[src/rtl/dws_pkg.sv]
package dws_pkg;
  typedef enum logic [1:0] {
    ST_IDLE = 2'd0,
    ST_SCAN = 2'd1,
    ST_FIN  = 2'd2
  } scan_state_e;
endpackage

[src/rtl/dws_run_scanner.sv]
module dws_run_scanner
  import dws_pkg::*;
#(
  parameter int MAP_W       = 64,
  parameter int EARLY_LEN   = 12,
  parameter int EARLY_START = 4,
  localparam int IDX_W = $clog2(MAP_W),
  localparam int LEN_W = $clog2(MAP_W) + 1,
  localparam int HALF  = MAP_W / 2
) (
  input  logic             clk_i,
  input  logic             rst_ni,
  input  logic             start_i,
  input  logic [MAP_W-1:0] map_i,
  input  logic             wide_i,
  output logic             busy_o,
  output logic             fin_o,
  output logic             wide_o,
  output logic [IDX_W-1:0] best_start_o,
  output logic [LEN_W-1:0] best_len_o
);
  scan_state_e      state_q;
  logic [MAP_W-1:0] map_q;
  logic             wide_q, upper_zero_q;
  logic [IDX_W-1:0] idx_q, cur_start_q, best_start_q;
  logic [LEN_W-1:0] cur_len_q, best_len_q;

  logic             bit_v, at_end, run_ends, take, early, last;
  logic [IDX_W-1:0] end_start, nb_start;
  logic [LEN_W-1:0] end_len, nb_len;
  logic [MAP_W-1:0] masked_map;

  always_comb begin
    masked_map = map_i;
    if (!wide_i) masked_map[MAP_W-1:HALF] = '0;
  end

  always_comb begin
    bit_v     = map_q[idx_q];
    at_end    = (idx_q == IDX_W'(MAP_W - 1));
    // a run closes on a clear bit after set bits, or on a set bit at the top
    run_ends  = (!bit_v && cur_len_q != '0) || (bit_v && at_end);
    end_len   = bit_v ? cur_len_q + LEN_W'(1) : cur_len_q;
    end_start = (bit_v && cur_len_q == '0) ? idx_q : cur_start_q;
    take      = run_ends && (end_len > best_len_q);
    nb_start  = take ? end_start : best_start_q;
    nb_len    = take ? end_len : best_len_q;
    early     = run_ends && upper_zero_q && (end_len >= LEN_W'(EARLY_LEN))
                && (nb_start < IDX_W'(EARLY_START));
    last      = at_end || early;
  end

  always_ff @(posedge clk_i or negedge rst_ni) begin
    if (!rst_ni) begin
      state_q      <= ST_IDLE;
      map_q        <= '0;
      wide_q       <= 1'b0;
      upper_zero_q <= 1'b1;
      idx_q        <= '0;
      cur_start_q  <= '0;
      cur_len_q    <= '0;
      best_start_q <= '0;
      best_len_q   <= '0;
    end else begin
      unique case (state_q)
        ST_IDLE: if (start_i) begin
          state_q      <= ST_SCAN;
          map_q        <= masked_map;
          wide_q       <= wide_i;
          upper_zero_q <= (masked_map[MAP_W-1:HALF] == '0);
          idx_q        <= '0;
          cur_start_q  <= '0;
          cur_len_q    <= '0;
          best_start_q <= '0;
          best_len_q   <= '0;
        end
        ST_SCAN: begin
          best_start_q <= nb_start;
          best_len_q   <= nb_len;
          if (bit_v && !at_end) begin
            if (cur_len_q == '0) cur_start_q <= idx_q;
            cur_len_q <= cur_len_q + LEN_W'(1);
          end else begin
            cur_len_q <= '0;
          end
          if (last) state_q <= ST_FIN;
          else      idx_q   <= idx_q + IDX_W'(1);
        end
        ST_FIN:  state_q <= ST_IDLE;
        default: state_q <= ST_IDLE;
      endcase
    end
  end

  assign busy_o       = (state_q != ST_IDLE);
  assign fin_o        = (state_q == ST_FIN);
  assign wide_o       = wide_q;
  assign best_start_o = best_start_q;
  assign best_len_o   = best_len_q;

  // a start during a scan leaves the captured map alone
  a_r10_start_ignored: assert property (@(posedge clk_i) disable iff (!rst_ni)
    (busy_o && start_i) |=> $stable(map_q));
  // the kept length never shrinks within a scan
  a_r1_best_monotonic: assert property (@(posedge clk_i) disable iff (!rst_ni)
    (state_q == ST_SCAN) |=> (best_len_q >= $past(best_len_q)));
  // 32-step mode never holds upper bits
  a_r6_upper_masked: assert property (@(posedge clk_i) disable iff (!rst_ni)
    (busy_o && !wide_q) |-> (map_q[MAP_W-1:HALF] == '0));
endmodule

[src/rtl/dws_phase_pick.sv]
module dws_phase_pick #(
  parameter int MAP_W = 64,
  localparam int IDX_W = $clog2(MAP_W),
  localparam int LEN_W = $clog2(MAP_W) + 1
) (
  input  logic [IDX_W-1:0] start_i,
  input  logic [LEN_W-1:0] len_i,
  output logic [IDX_W-1:0] delay_o,
  output logic             err_o
);
  logic [LEN_W:0] sum;
  logic [LEN_W-1:0] third;

  always_comb begin
    third = len_i / LEN_W'(3);
    sum   = (LEN_W+1)'(start_i) + (LEN_W+1)'(len_i >> 1);
    err_o = (len_i == '0);
    if (err_o)               delay_o = '0;
    else if (start_i == '0)  delay_o = third[IDX_W-1:0];
    else                     delay_o = sum[IDX_W-1:0]; // modulo MAP_W
  end
endmodule

[src/rtl/dws_stage_split.sv]
module dws_stage_split #(
  parameter int MAP_W = 64,
  parameter int CELLS = 32,
  localparam int IDX_W = $clog2(MAP_W),
  localparam int STG_W = $clog2(CELLS)
) (
  input  logic [IDX_W-1:0] delay_i,
  input  logic             wide_i,
  output logic [STG_W-1:0] stage1_o,
  output logic [STG_W-1:0] stage2_o,
  output logic             stage2_en_o
);
  logic [IDX_W-1:0] rem;

  always_comb begin
    rem = delay_i - IDX_W'(CELLS);
    if (delay_i < IDX_W'(CELLS)) begin
      stage1_o    = delay_i[STG_W-1:0];
      stage2_o    = '0;
      stage2_en_o = 1'b0;
    end else begin
      stage1_o    = '1;
      stage2_o    = rem[STG_W-1:0];
      stage2_en_o = wide_i;
    end
  end
endmodule

[src/rtl/delay_window_sel.sv]
module delay_window_sel #(
  parameter int MAP_W       = 64,
  parameter int CELLS       = 32,
  parameter int EARLY_LEN   = 12,
  parameter int EARLY_START = 4,
  localparam int IDX_W = $clog2(MAP_W),
  localparam int LEN_W = $clog2(MAP_W) + 1,
  localparam int STG_W = $clog2(CELLS)
) (
  input  logic             clk_i,
  input  logic             rst_ni,
  input  logic             start_i,
  input  logic [MAP_W-1:0] map_i,
  input  logic             wide_i,
  output logic             busy_o,
  output logic             done_o,
  output logic             err_o,
  output logic [IDX_W-1:0] delay_o,
  output logic [LEN_W-1:0] len_o,
  output logic [STG_W-1:0] stage1_o,
  output logic [STG_W-1:0] stage2_o,
  output logic             stage2_en_o
);
  logic             fin, wide_s, err_c, en_c;
  logic [IDX_W-1:0] best_start, delay_c;
  logic [LEN_W-1:0] best_len;
  logic [STG_W-1:0] s1_c, s2_c;

  dws_run_scanner #(
    .MAP_W(MAP_W), .EARLY_LEN(EARLY_LEN), .EARLY_START(EARLY_START)
  ) u_scan (
    .clk_i, .rst_ni, .start_i, .map_i, .wide_i,
    .busy_o, .fin_o(fin), .wide_o(wide_s),
    .best_start_o(best_start), .best_len_o(best_len)
  );

  dws_phase_pick #(.MAP_W(MAP_W)) u_pick (
    .start_i(best_start), .len_i(best_len), .delay_o(delay_c), .err_o(err_c)
  );

  dws_stage_split #(.MAP_W(MAP_W), .CELLS(CELLS)) u_split (
    .delay_i(delay_c), .wide_i(wide_s),
    .stage1_o(s1_c), .stage2_o(s2_c), .stage2_en_o(en_c)
  );

  always_ff @(posedge clk_i or negedge rst_ni) begin
    if (!rst_ni) begin
      done_o      <= 1'b0;
      err_o       <= 1'b0;
      delay_o     <= '0;
      len_o       <= '0;
      stage1_o    <= '0;
      stage2_o    <= '0;
      stage2_en_o <= 1'b0;
    end else begin
      done_o <= fin;
      if (fin) begin
        err_o       <= err_c;
        delay_o     <= delay_c;
        len_o       <= best_len;
        stage1_o    <= s1_c;
        stage2_o    <= s2_c;
        stage2_en_o <= en_c;
      end
    end
  end

  a_r9_done_single: assert property (@(posedge clk_i) disable iff (!rst_ni)
    done_o |=> !done_o);
  a_r9_hold: assert property (@(posedge clk_i) disable iff (!rst_ni)
    (!done_o && !$past(fin)) |-> $stable(delay_o) && $stable(len_o));
  a_r4_err_zero: assert property (@(posedge clk_i) disable iff (!rst_ni)
    err_o |-> (delay_o == '0 && len_o == '0));
  a_r7_split_full: assert property (@(posedge clk_i) disable iff (!rst_ni)
    stage2_en_o |-> (stage1_o == '1 && delay_o >= IDX_W'(CELLS)));
  a_r8_narrow_off: assert property (@(posedge clk_i) disable iff (!rst_ni)
    (fin && !wide_s) |=> !stage2_en_o);
  a_r1_len_bound: assert property (@(posedge clk_i) disable iff (!rst_ni)
    len_o <= LEN_W'(MAP_W));
endmodule

[config.mk]
export PLATFORM = sky130hd
export DESIGN_NAME = delay_window_sel
export DESIGN_NICKNAME = d
export VERILOG_FILES = /design/src/rtl/dws_pkg.sv /design/src/rtl/dws_run_scanner.sv /design/src/rtl/dws_phase_pick.sv /design/src/rtl/dws_stage_split.sv /design/src/rtl/delay_window_sel.sv
export SDC_FILE = /design/constraint.sdc
export NUM_CORES = 1
export LEC_CHECK = 0
export BUFFER_PORTS_ARGS = -buffer_cell sky130_fd_sc_hd__buf_2
export CORE_AREA = 10 10 119 121
export DETAILED_ROUTE_END_ITERATION = 10
export DIE_AREA = 0 0 129 131
export PLACE_DENSITY = 0.77
export SYNTH_ARGS = -nofsm -noshare
export SYNTH_HDL_FRONTEND = slang
export SYNTH_SLANG_ARGS = --single-unit
[constraint.sdc]
create_clock -name clk_i -period 5.46 [get_ports clk_i]
set_clock_uncertainty 0.2 [all_clocks]
set_input_delay 0.546 -clock clk_i [delete_from_list [all_inputs] [get_ports clk_i]]
set_output_delay 0.546 -clock clk_i [all_outputs]
set_load 0.05 [all_outputs]
==> impl_metrics.ini <==
[status]
status = finished, final reports clean

[placed_design]
gp_congestion = 0.842
dp_hpwl_um = 11300
port_buffers = 94
dp_slack_ns = 0.407

[drt]
wl_per_cell_um = 16.6
dr.pass1.iters = 5
postRouteAntennaNets = 0
vias = 5612
wl_um = 16200
via_per_inst = 5.74
drc_errors = 0
first_iter_violations = 383

[setup_path]
crit_required_ns = 5.59
worstPathCellList = buf_12, mux4_2, a21boi_1, nand4_1, nand3_1, and2_2, nand2_1, o21ai_0, ha_1, nor2b_1, o21a_1, o21ai_0, a21oi_1, o21a_1, o22a_1, a21boi_0, nor2_4, nor3_1, mux2i_1
r2r-start = u_scan.idx_q[0]
critPathArrivalTime_ns = 5.07
endpoint_kind = flop
rr_endpoint = u_scan.idx_q[0]
cp_slowest_stage_delay_ns = 0.59
startpoint = u_scan.idx_q[0]
critPathLaunchType = flop
path_delay_family = compound AO/OA/AOI/OAI gates
regToRegSetupSlack_ns = 0.52
cp_max_fo = 16
crit_end = u_scan.idx_q[0]
crit_buf_inv = 1
cpMaxStageDelayCell = dfrtp_1
worst-path-stages = 19
path_class = flop to flop
r2r.worst_path.cells = 19

[grt]
grt_pass1_wl_um = 27600
grt_pass1_vias = 5800
gr-total-overflow = 0
antenna_found_initial = 0
grt.total_usage_pct = 20.3
grt_max_degree = 78

[die]
rows = 40
io_pins = 95
dieArea_um2 = 16900
initial_core_util_pct = 56.6
fp.dieH_um = 131
core_um2 = 11800
die_x_um = 129

[sta]
setup_ws_ns = 0.517
period_share_pct = 90.5
period_needed_ns = 4.94
finalSetupViolations = 0
worstMarginPinSlew_ns = 0.956
hold_violations = 0
rsz0062_at_grt = no
slew_viol_final = 0
slew_headroom_pct = 36.1
fin_setup_tns_ns = 0
fmax_mhz = 202

[yosys]
synth_edf_count = 0
synth_seq_cells = 126
synthesis.area_um2 = 6690
yosysWarnings = 0
seq_area_frac_synth_pct = 47.2
syn_nets = 832
ys.flop_type = dfrtp_1
netlist_instances = 747
syn_avg_cell_area_um2 = 8.95
async_flop_share_pct = 100
netlist-cell-type-count = 59

[power_and_ir_drop]
ir_worst_vdd_v = 0.000300
power_density_nw_per_um2 = 551
leakagePower_nw = 3.98

[cells_and_area]
diodes = 0
syn_to_final_growth_pct = 17.0
ff_latch_area_um2 = 3150
layout.nets = 902
multiInputGateArea_um2 = 3280
drive_above_1_share_pct = 19.0
fillers = 970
layout_commonest_cell = nand2_1
layout_common_cells = 242 x nand2_1, 125 x dfrtp_1, 93 x buf_2

[clock_tree]
cts_buffers = 17
clock_latency_ns = 0.42
cts_tree = built
cts_setup_buffers = 0
cts_buffer_depth = 2
cts.sinks = 126
clk_pin_slew_ns = 0.06
cts_root_buf = clkbuf_16
htreeDepth = 4

[worst_hold_path]
hp-class = input port to asynchronous set/reset pin

[job]
maxCapViolCount = 0
worst reg2reg max path: cells and delay by family (launching register included):
family	cells	cell delay (ns)
buf+inv	1	0.23
mux	2	0.80
compound gates	8	1.52
flops	1	0.59
simple gates	7	1.21
fa+ha+maj	1	0.31
synthesized netlist by cell type, types with 4 or more instances:
cell / instances / share of area, %
nand2_1: 243 / 14
dfrtp_1: 125 / 47
nand3_1: 46 / 3.4
o21ai_0: 46 / 3.4
clkbuf_1: 40 / 2.2
nor2_1: 28 / 1.6
mux2i_1: 17 / 2.5
ha_1: 16 / 3.0
mux4_2: 15 / 5.1
a21oi_1: 14 / 1.0
inv_1: 13 / 0.73
nand2b_1: 12 / 1.1
nor4_1: 10 / 0.94
nor2b_1: 9 / 0.84
xnor2_1: 8 / 1.0
and3_1: 7 / 0.66
nor3_1: 7 / 0.52
o31ai_1: 7 / 0.79
a21o_1: 6 / 0.67
nand4_1: 6 / 0.56
o211ai_1: 6 / 0.67
and2_1: 5 / 0.47
buf_2: 5 / 0.37
xor2_1: 5 / 0.66
nand3b_1: 4 / 0.45
area by class of cell:
| class | instances | area share, % |
|---|---|---|
| multi-input cells | 558 | 41.9 |
| flip-flops and latches | 126 | 40.3 |
| repair buffers | 101 | 6.88 |
| clock buffers | 22 | 6.19 |
| well taps | 147 | 2.35 |
| clock inverters | 10 | 1.71 |
| inverters | 13 | 0.624 |
worst min-delay path by stage:
stage,to,slack (ns)
after floorplan,delay_o[0],0.05
after global placement,u_scan.map_q[54],0.25
after detailed placement,u_scan.map_q[63],0.25
after CTS,delay_o[0],0.1
after global routing,u_scan.map_q[7],0.11
final,delay_o[0],0.05
report_power, final:
group	switching [mW]	leakage, nW	internal (mW)
Clock	0.413	0.302	0.764
Sequential	0.278	1.65	1.22
Combinational	0.929	2.03	0.701
Total	1.62	3.98	2.69
registers in the layout (all words and copies together), names as in the netlist, 6 cells and up:
signal / cells
u_scan.map_q: 64
len_o: 7
u_scan.best_len_o: 7
u_scan.cur_len_q: 7
delay_o: 6
u_scan.best_start_o: 6
u_scan.cur_start_q: 6
u_scan.idx_q: 6
per-stage QoR:
step	cells	instance area (um^2)	total power, mW	utilization [%]	hold slack (ns)
floorplan	747	6690	2.74	-	0.0504
CTS	977	7820	4.32	66.2	0.0996
global route	977	7820	4.61	66.2	0.113
global placement	945	7200	3.01	60.9	0.249
finish	977	7820	4.31	66.2	0.0506
detailed placement	945	7200	3.11	60.9	0.253
timing repair:
action / in CTS / in global routing
hold buffers: 0 / 0
endpoints found under the setup margin: 0 / 9
gates resized for setup: 0 / 2
layer usage:
layer / wire length [um] / up-vias / GRT usage [%]
li1: - / 2697 / -
met3: 798 / 42 / 4.67
met4: 387 / 0 / 8.43
met2: 8220 / 171 / 34.8
met1: 6830 / 2702 / 24.1
met5: 0 / - / 0
kinds of logic (layout without fill, tap and decap cells):
family / count (synthesis) / in the layout / synth area share (%)
AO/OA/AOI/OAI: 103 / 103 / 9.66
AND/OR/NAND/NOR: 388 / 388 / 25.5
flip-flops: 126 / 126 / 47.2
multiplexers: 36 / 36 / 8.55
XOR/XNOR: 13 / 13 / 1.70
buffers and inverters: 63 / 146 / 3.91
adder cells (fa/ha/maj): 18 / 18 / 3.44
(Power assumes the default switching activity.)
